### src/rtl/tdm_clkgen_pkg.sv
package tdm_clkgen_pkg;
  // Field widths fixed by the timing-register layout
  localparam int M_W = 7;
  localparam int N_W = 4;
  localparam int P_W = 3;
  localparam int WD_W = 8;
  localparam int SEL_BIT = 7;

  typedef logic [M_W-1:0] m_fld_t;
  typedef logic [N_W-1:0] n_fld_t;
  typedef logic [P_W-1:0] p_fld_t;
endpackage

### src/rtl/tdm_clkgen_cfg.sv
module tdm_clkgen_cfg
  import tdm_clkgen_pkg::*;
#(
  parameter int MAX_DEVS  = 16,
  parameter int SLOT_BITS = 16,
  parameter int DEF_M     = 16,
  parameter int DEF_N     = 6,
  parameter int DEF_P     = 8,
  parameter int DEV_W     = 5,
  parameter int PROD_W    = 17,
  parameter int FBITS_W   = 10
) (
  input  logic               clk,
  input  logic               rst,
  input  logic               cfg_wr,
  input  logic [WD_W-1:0]    cfg_wdata,
  input  logic               cont_mode,
  input  logic [DEV_W-1:0]   dev_count,
  output logic [PROD_W-1:0]  nxt_half,
  output logic [FBITS_W-1:0] nxt_bits,
  output logic               nxt_ok,
  output logic               cfg_err
);
  m_fld_t m_fld;
  n_fld_t n_fld;
  p_fld_t p_fld;

  // Staged fields; a zero field encodes 2^width
  always_ff @(posedge clk) begin
    if (rst) begin
      m_fld <= M_W'(DEF_M % (1 << M_W));
      n_fld <= N_W'(DEF_N % (1 << N_W));
      p_fld <= P_W'(DEF_P % (1 << P_W));
    end else if (cfg_wr) begin
      if (cfg_wdata[SEL_BIT]) begin
        m_fld <= cfg_wdata[M_W-1:0];
      end else begin
        n_fld <= cfg_wdata[P_W+N_W-1:P_W];
        p_fld <= cfg_wdata[P_W-1:0];
      end
    end
  end

  logic [M_W:0] m_val;
  logic [N_W:0] n_val;
  logic [P_W:0] p_val;
  assign m_val = (m_fld == '0) ? {1'b1, {M_W{1'b0}}} : {1'b0, m_fld};
  assign n_val = (n_fld == '0) ? {1'b1, {N_W{1'b0}}} : {1'b0, n_fld};
  assign p_val = (p_fld == '0) ? {1'b1, {P_W{1'b0}}} : {1'b0, p_fld};

  logic [PROD_W-1:0] prod, div_safe, rem;
  logic [DEV_W+1:0]  div_raw;
  logic              dev_ok;

  assign prod     = PROD_W'(m_val) * PROD_W'(n_val) * PROD_W'(p_val);
  // 2 * devices * slots-per-device
  assign div_raw  = cont_mode ? {1'b0, dev_count, 1'b0} : {dev_count, 2'b00};
  assign dev_ok   = (dev_count != '0) && (dev_count <= DEV_W'(MAX_DEVS));
  assign div_safe = dev_ok ? PROD_W'(div_raw) : PROD_W'(1);
  assign nxt_half = prod / div_safe;
  assign rem      = prod % div_safe;
  assign nxt_ok   = dev_ok && (rem == '0);
  assign nxt_bits = FBITS_W'(SLOT_BITS) * FBITS_W'(dev_count)
                  * (cont_mode ? FBITS_W'(1) : FBITS_W'(2));

  always_ff @(posedge clk) begin
    if (rst) cfg_err <= 1'b0;
    else     cfg_err <= !nxt_ok;
  end

  AST_ZERO_DEVS_FLAGGED: assert property (@(posedge clk) disable iff (rst)
    (dev_count == '0) |=> cfg_err);
endmodule

### src/rtl/tdm_clkgen_timer.sv
module tdm_clkgen_timer #(
  parameter int HALF_W   = 17,
  parameter int FBITS_W  = 10,
  parameter int RST_HALF = 96,
  parameter int RST_BITS = 64
) (
  input  logic               clk,
  input  logic               rst,
  input  logic [HALF_W-1:0]  nxt_half,
  input  logic [FBITS_W-1:0] nxt_bits,
  input  logic               nxt_ok,
  output logic               sclk,
  output logic               fs,
  output logic               frame_start
);
  logic [HALF_W-1:0]  act_half, hcnt;
  logic [FBITS_W-1:0] act_bits, bcnt;
  logic               half_end, bit_end, frame_end;

  assign half_end  = (hcnt == act_half - 1'b1);
  assign bit_end   = half_end && !sclk;
  assign frame_end = bit_end && (bcnt == '0);

  // bcnt counts down the bits left; bit 0 is the sync bit
  always_ff @(posedge clk) begin
    if (rst) begin
      act_half    <= HALF_W'(RST_HALF);
      act_bits    <= FBITS_W'(RST_BITS);
      hcnt        <= '0;
      bcnt        <= '0;
      sclk        <= 1'b1;
      fs          <= 1'b1;
      frame_start <= 1'b0;
    end else begin
      frame_start <= frame_end;
      if (half_end) begin
        hcnt <= '0;
        sclk <= !sclk;
      end else begin
        hcnt <= hcnt + 1'b1;
      end
      if (frame_end) begin
        fs <= 1'b0;
        if (nxt_ok) begin
          act_half <= nxt_half;
          act_bits <= nxt_bits;
          bcnt     <= nxt_bits - 1'b1;
        end else begin
          bcnt     <= act_bits - 1'b1;
        end
      end else if (bit_end) begin
        bcnt <= bcnt - 1'b1;
        fs   <= (bcnt == FBITS_W'(1));
      end
    end
  end

  AST_FS_DROPS_AT_START: assert property (@(posedge clk) disable iff (rst)
    frame_start |-> $fell(fs));
  AST_FS_DROP_ONLY_AT_START: assert property (@(posedge clk) disable iff (rst)
    $fell(fs) |-> frame_start);
  AST_SCLK_RISES_AT_START: assert property (@(posedge clk) disable iff (rst)
    frame_start |-> $rose(sclk));
  AST_TIMING_HELD_IN_FRAME: assert property (@(posedge clk) disable iff (rst)
    !$stable(act_half) |-> frame_start);
  AST_HALF_COUNT_RANGE: assert property (@(posedge clk) disable iff (rst)
    hcnt < act_half);
endmodule

### src/rtl/tdm_clkgen.sv
module tdm_clkgen
  import tdm_clkgen_pkg::*;
#(
  parameter int MAX_DEVS  = 16,
  parameter int SLOT_BITS = 16,
  parameter int DEF_M     = 16,
  parameter int DEF_N     = 6,
  parameter int DEF_P     = 8,
  parameter int DEF_DEVS  = 2,
  parameter int DEV_W     = $clog2(MAX_DEVS + 1)
) (
  input  logic             clk,
  input  logic             rst,
  input  logic             cfg_wr,
  input  logic [WD_W-1:0]  cfg_wdata,
  input  logic             cont_mode,
  input  logic [DEV_W-1:0] dev_count,
  output logic             sclk,
  output logic             fs,
  output logic             frame_start,
  output logic             cfg_err
);
  localparam int PROD_W   = M_W + N_W + P_W + 3;
  localparam int FBITS_W  = $clog2(SLOT_BITS * MAX_DEVS * 2 + 1);
  localparam int DEF_HALF = (DEF_M * DEF_N * DEF_P) / (4 * DEF_DEVS);
  localparam int DEF_BITS = SLOT_BITS * DEF_DEVS * 2;

  logic [PROD_W-1:0]  nxt_half;
  logic [FBITS_W-1:0] nxt_bits;
  logic               nxt_ok;

  tdm_clkgen_cfg #(
    .MAX_DEVS(MAX_DEVS), .SLOT_BITS(SLOT_BITS),
    .DEF_M(DEF_M), .DEF_N(DEF_N), .DEF_P(DEF_P),
    .DEV_W(DEV_W), .PROD_W(PROD_W), .FBITS_W(FBITS_W)
  ) u_cfg (
    .clk(clk), .rst(rst), .cfg_wr(cfg_wr), .cfg_wdata(cfg_wdata),
    .cont_mode(cont_mode), .dev_count(dev_count),
    .nxt_half(nxt_half), .nxt_bits(nxt_bits), .nxt_ok(nxt_ok),
    .cfg_err(cfg_err)
  );

  tdm_clkgen_timer #(
    .HALF_W(PROD_W), .FBITS_W(FBITS_W),
    .RST_HALF(DEF_HALF), .RST_BITS(DEF_BITS)
  ) u_timer (
    .clk(clk), .rst(rst),
    .nxt_half(nxt_half), .nxt_bits(nxt_bits), .nxt_ok(nxt_ok),
    .sclk(sclk), .fs(fs), .frame_start(frame_start)
  );
endmodule

### config.mk
export PLATFORM = sky130hd
export DESIGN_NAME = tdm_clkgen
export DESIGN_NICKNAME = d
export VERILOG_FILES = /design/src/rtl/tdm_clkgen_pkg.sv /design/src/rtl/tdm_clkgen_cfg.sv /design/src/rtl/tdm_clkgen_timer.sv /design/src/rtl/tdm_clkgen.sv
export SDC_FILE = /design/constraint.sdc
export NUM_CORES = 1
export LEC_CHECK = 0
export ABC_AREA = 1
export CORE_UTILIZATION = 60
export DETAILED_ROUTE_END_ITERATION = 16
export PLACE_DENSITY = 0.83
export SYNTH_ARGS = -nofsm -noshare
export SYNTH_HDL_FRONTEND = slang
export SYNTH_HIERARCHICAL = 1
export SYNTH_SLANG_ARGS = --single-unit
### constraint.sdc
create_clock -name clk -period 36.4 [get_ports clk]
set_input_delay 7.28 -clock clk [delete_from_list [all_inputs] [get_ports clk]]
set_output_delay 7.28 -clock clk [all_outputs]
set_load 0.05 [all_outputs]
==> implementation parameters <==
Parameter                              Value

Status
  Outcome ... complete, no violations

Global route
  Total global-route track usage ... 0.286
  Wire length of the first global-routing pass ... 54.4 mm
  Maximum number of pins on one net before global-route repair ... 49
  Initial antenna violation count ... 0
  Vias in the first global route ... 12600
  Global-route congestion overflow total ... 0

STA
  Worst slew pin tran ... 1.06 ns
  Post-layout minimum cycle time ... 35.49 ns
  Worst rel slew slack ... 0.292
  Worst clock skew ... 0.00824 ns
  Maximum clock frequency ... 0.0282 GHz
  Total setup violations reported at the end of the flow ... 0
  Final Max Slew Viols ... 0
  Hold WS ... 0.473 ns
  Final worst slack ... 0.908 ns
  Hold Vio Cnt, Final ... 0
  Post-route fraction of the period consumed by the critical path ... 0.975

Clock tree
  Clock tree buffer depth ... 2
  CTS tree ... built
  Post-CTS Hold Fix Bufs ... 0
  Insertion delay of the later-clocked pin in the worst-skew pair ... 0.34 ns
  Clock slew at the register clock pins of the worst setup and hold paths ... 0.06 ns
  Clk sinks ... 72
  H-tree depth reported by CTS ... 3
  Clock buffers created by TritonCTS ... 9
  Library cell used as clock root buffer ... clkbuf_16

Placed design
  Place WS ... -1.63 ns
  Gpl congestion ... 0.903
  Post-detailed-placement half-perimeter wirelength ... 26.0 mm
  IO Port Bufs ... 20

Critical path
  FF-to-FF path depth ... 242
  R2R Setup Slk ... 1.34 ns
  Most Frequent Cell on Critical Path ... nand2_1
  Critical-path cell with the highest stage delay ... a221oi_4
  CP endpoint kind ... flip-flop
  Arrival time reported for the critical path endpoint ... 35.72 ns
  Required time at the endpoint of the critical path ... 36.63 ns
  Crit Reg-Reg Endpoint ... u_timer/bcnt[8]
  CP max FO ... 8
  Max incr delay on CP ... 0.33 ns
  Crit path kind ... in -> reg
  Startpoint of the worst-slack reg-to-reg timing path ... u_cfg/n_fld[0]
  Critical Path Source Type ... input pin

Logic synthesis
  Most instantiated library cell after synthesis ... nand2_1
  Combined area of all synthesized cells ... 0.0134 sq mm
  Top_reg_cell synth ... dfxtp_1
  Synth top cells by count ... 575 x nand2_1, 336 x inv_1, 234 x nor2_1, 146 x ha_1, 115 x o21ai_0
  Library cell occupying the most area in the post-synthesis netlist ... nand2_1
  Average footprint of a synthesized cell ... 6.23 sq um
  Biggest area contributors in the synthesized netlist ... nand2_1 16%, ha_1 14%, dfxtp_1 11%, inv_1 9.4%, nor2_1 6.5%
  Count of flip-flops with a built-in enable after synthesis ... 0
  Sequential share of the synthesized area ... 0.107
  Flip-flop and latch count after synthesis ... 72
  Number of library cell types mapped by synthesis ... 59
  Fraction of synthesized cell area taken by the top area cell type ... 0.160
  Count of yosys warnings during synthesis ... 6
  Proportion of register bits with asynchronous set or reset after synthesis ... 0
  Post-synthesis cell count ... 2158

Final layout
  Synthesis-to-finish area growth ... 17.3%
  Area of the multi-input gates ... 0.0110 sq mm
  Sequential cell area in the final layout ... 0.00144 sq mm
  Layout cell share with drive strength beyond 1 ... 0.185
  Fill cell instance count of the final layout ... 1710
  Final antenna diode count ... 0
  End-of-flow core utilization ... 0.721
  Count of nets after finishing ... 2497

Detailed routing
  Drc violations ... 0
  DR iter-0 viols ... 979
  First-pass detailed-route iteration total ... 7
  Via count of the routed design ... 14200
  Via count normalized by instance count ... 5.52
  Total Wirelength ... 35.7 mm
  Count of antenna-violating nets left after detailed routing ... 0
  Routed wire length per instance ... 13.9 um

Die
  Die area ... 0.0230 sq mm
  Core area ... 0.0219 sq mm
  IO Pins ... 21
  Row count ... 54
  Starting density of the core ... 0.614
  Die width ... 152 um
  Overall die height ... 152 um

Run
  Number of max-cap violations ... 0

Hold path
  Hold WC Path Type ... reg -> reg
  Cell depth of the worst hold path ... 2
  Startpoint of the worst hold path ... u_timer/fs
  End point of the most critical hold path ... u_timer/fs
[flip-flops by register name, summed over array words and instances (netlist names)]
name and count:
u_timer/sclk 1, u_timer/hcnt 17, u_cfg/p_fld 3, u_timer/bcnt 10, u_timer/act_bits 10, u_timer/act_half 17, u_cfg/n_fld 4, u_cfg/cfg_err 1
u_timer/frame_start 1, u_timer/fs 1, u_cfg/m_fld 7
[cell families (layout without fill, tap and decap cells)]
kind of cell,count (synthesis),count (layout),share of synthesized area
simple gates,1116,1117,0.383
other cells,1,4,0.000279
fa+ha+maj,187,187,0.197
flops,72,72,0.107
compound gates,267,267,0.118
buf+inv,396,532,0.117
xor+xnor,116,116,0.0755
mux,3,3,0.00251
[final cells by class]
cell class / instances / share of cell area
clock buffers: 12 / 0.0163
clock inverters: 4 / 0.00484
inverters: 362 / 0.0878
multi-input cells: 1694 / 0.700
flip-flops and latches: 72 / 0.0914
well taps: 280 / 0.0222
repair buffers: 153 / 0.0771
repair inverters: 1 / 0.000317
[through the flow]
step	cell area (sq um)	TNS [ns]	instances
after floorplan	13500	0	2161
after global placement	14300	-0.622	2490
after detailed placement	14300	-34.56	2490
after CTS	14800	0	2521
after global routing	15800	-17.13	2578
final	15800	0	2578
[critical path, delay by kind of cell]
kind / cells / cell delay [ns]
AOI/OAI and AO/OA: 72 / 10.82
and+or+nand+nor: 96 / 9.96
adders and majority gates: 18 / 4.69
buffers and inverters: 32 / 2.75
xor gates and xnor gates: 1 / 0.16
[worst max-delay path by stage]
stage	startpoint	endpoint
after floorplan	dev_count[2]	u_timer/bcnt[8]
after global placement	cont_mode	u_timer/bcnt[9]
after detailed placement	dev_count[2]	u_timer/bcnt[8]
after CTS	dev_count[2]	u_timer/bcnt[8]
after global routing	dev_count[3]	u_timer/bcnt[8]
final	dev_count[3]	u_timer/bcnt[8]
[routing by layer]
| metal | vias to the layer above | wire, um | GRT usage | share of wire |
|---|---|---|---|---|
| met5 | - | 0 | 0 | 0 |
| met4 | 0 | 794 | 0.0787 | 0.022 |
| met3 | 75 | 1520 | 0.0341 | 0.043 |
| met2 | 420 | 17800 | 0.508 | 0.50 |
| met1 | 6617 | 15600 | 0.361 | 0.44 |
| li1 | 7125 | - | - | - |
[timing repair]
action | 4_1_cts | 5_1_grt
buffers inserted | 15 | 56
pin swaps | 8 | 108
resized for setup | 19 | 158
endpoints found under the setup margin | 37 | 38
gates cloned | 0 | 2
[placed cells by master (no fill, tap or decap), drive strengths merged, types with 4 or more instances in the layout]
master / count
nand2: 608
inv: 353
nor2: 265
ha: 146
nand3: 139
o21ai: 135
buf: 132
dfxtp: 72
a21oi: 70
xor2: 66
xnor2: 50
fa: 41
nand4: 38
nor3: 22
a21o: 21
or2: 19
o21bai: 19
clkbuf: 15
clkdlybuf4s50: 14
nand3b: 11
clkinv: 10
nor3b: 5
nor4: 5
and2: 5
dlymetal6s2s: 4
o21a: 4
o211ai: 4
conb: 4
o31ai: 4
Power is left out: the tool's default activity adds up to more than one toggle a clock period on the data nets, which glitch-free logic cannot reach.
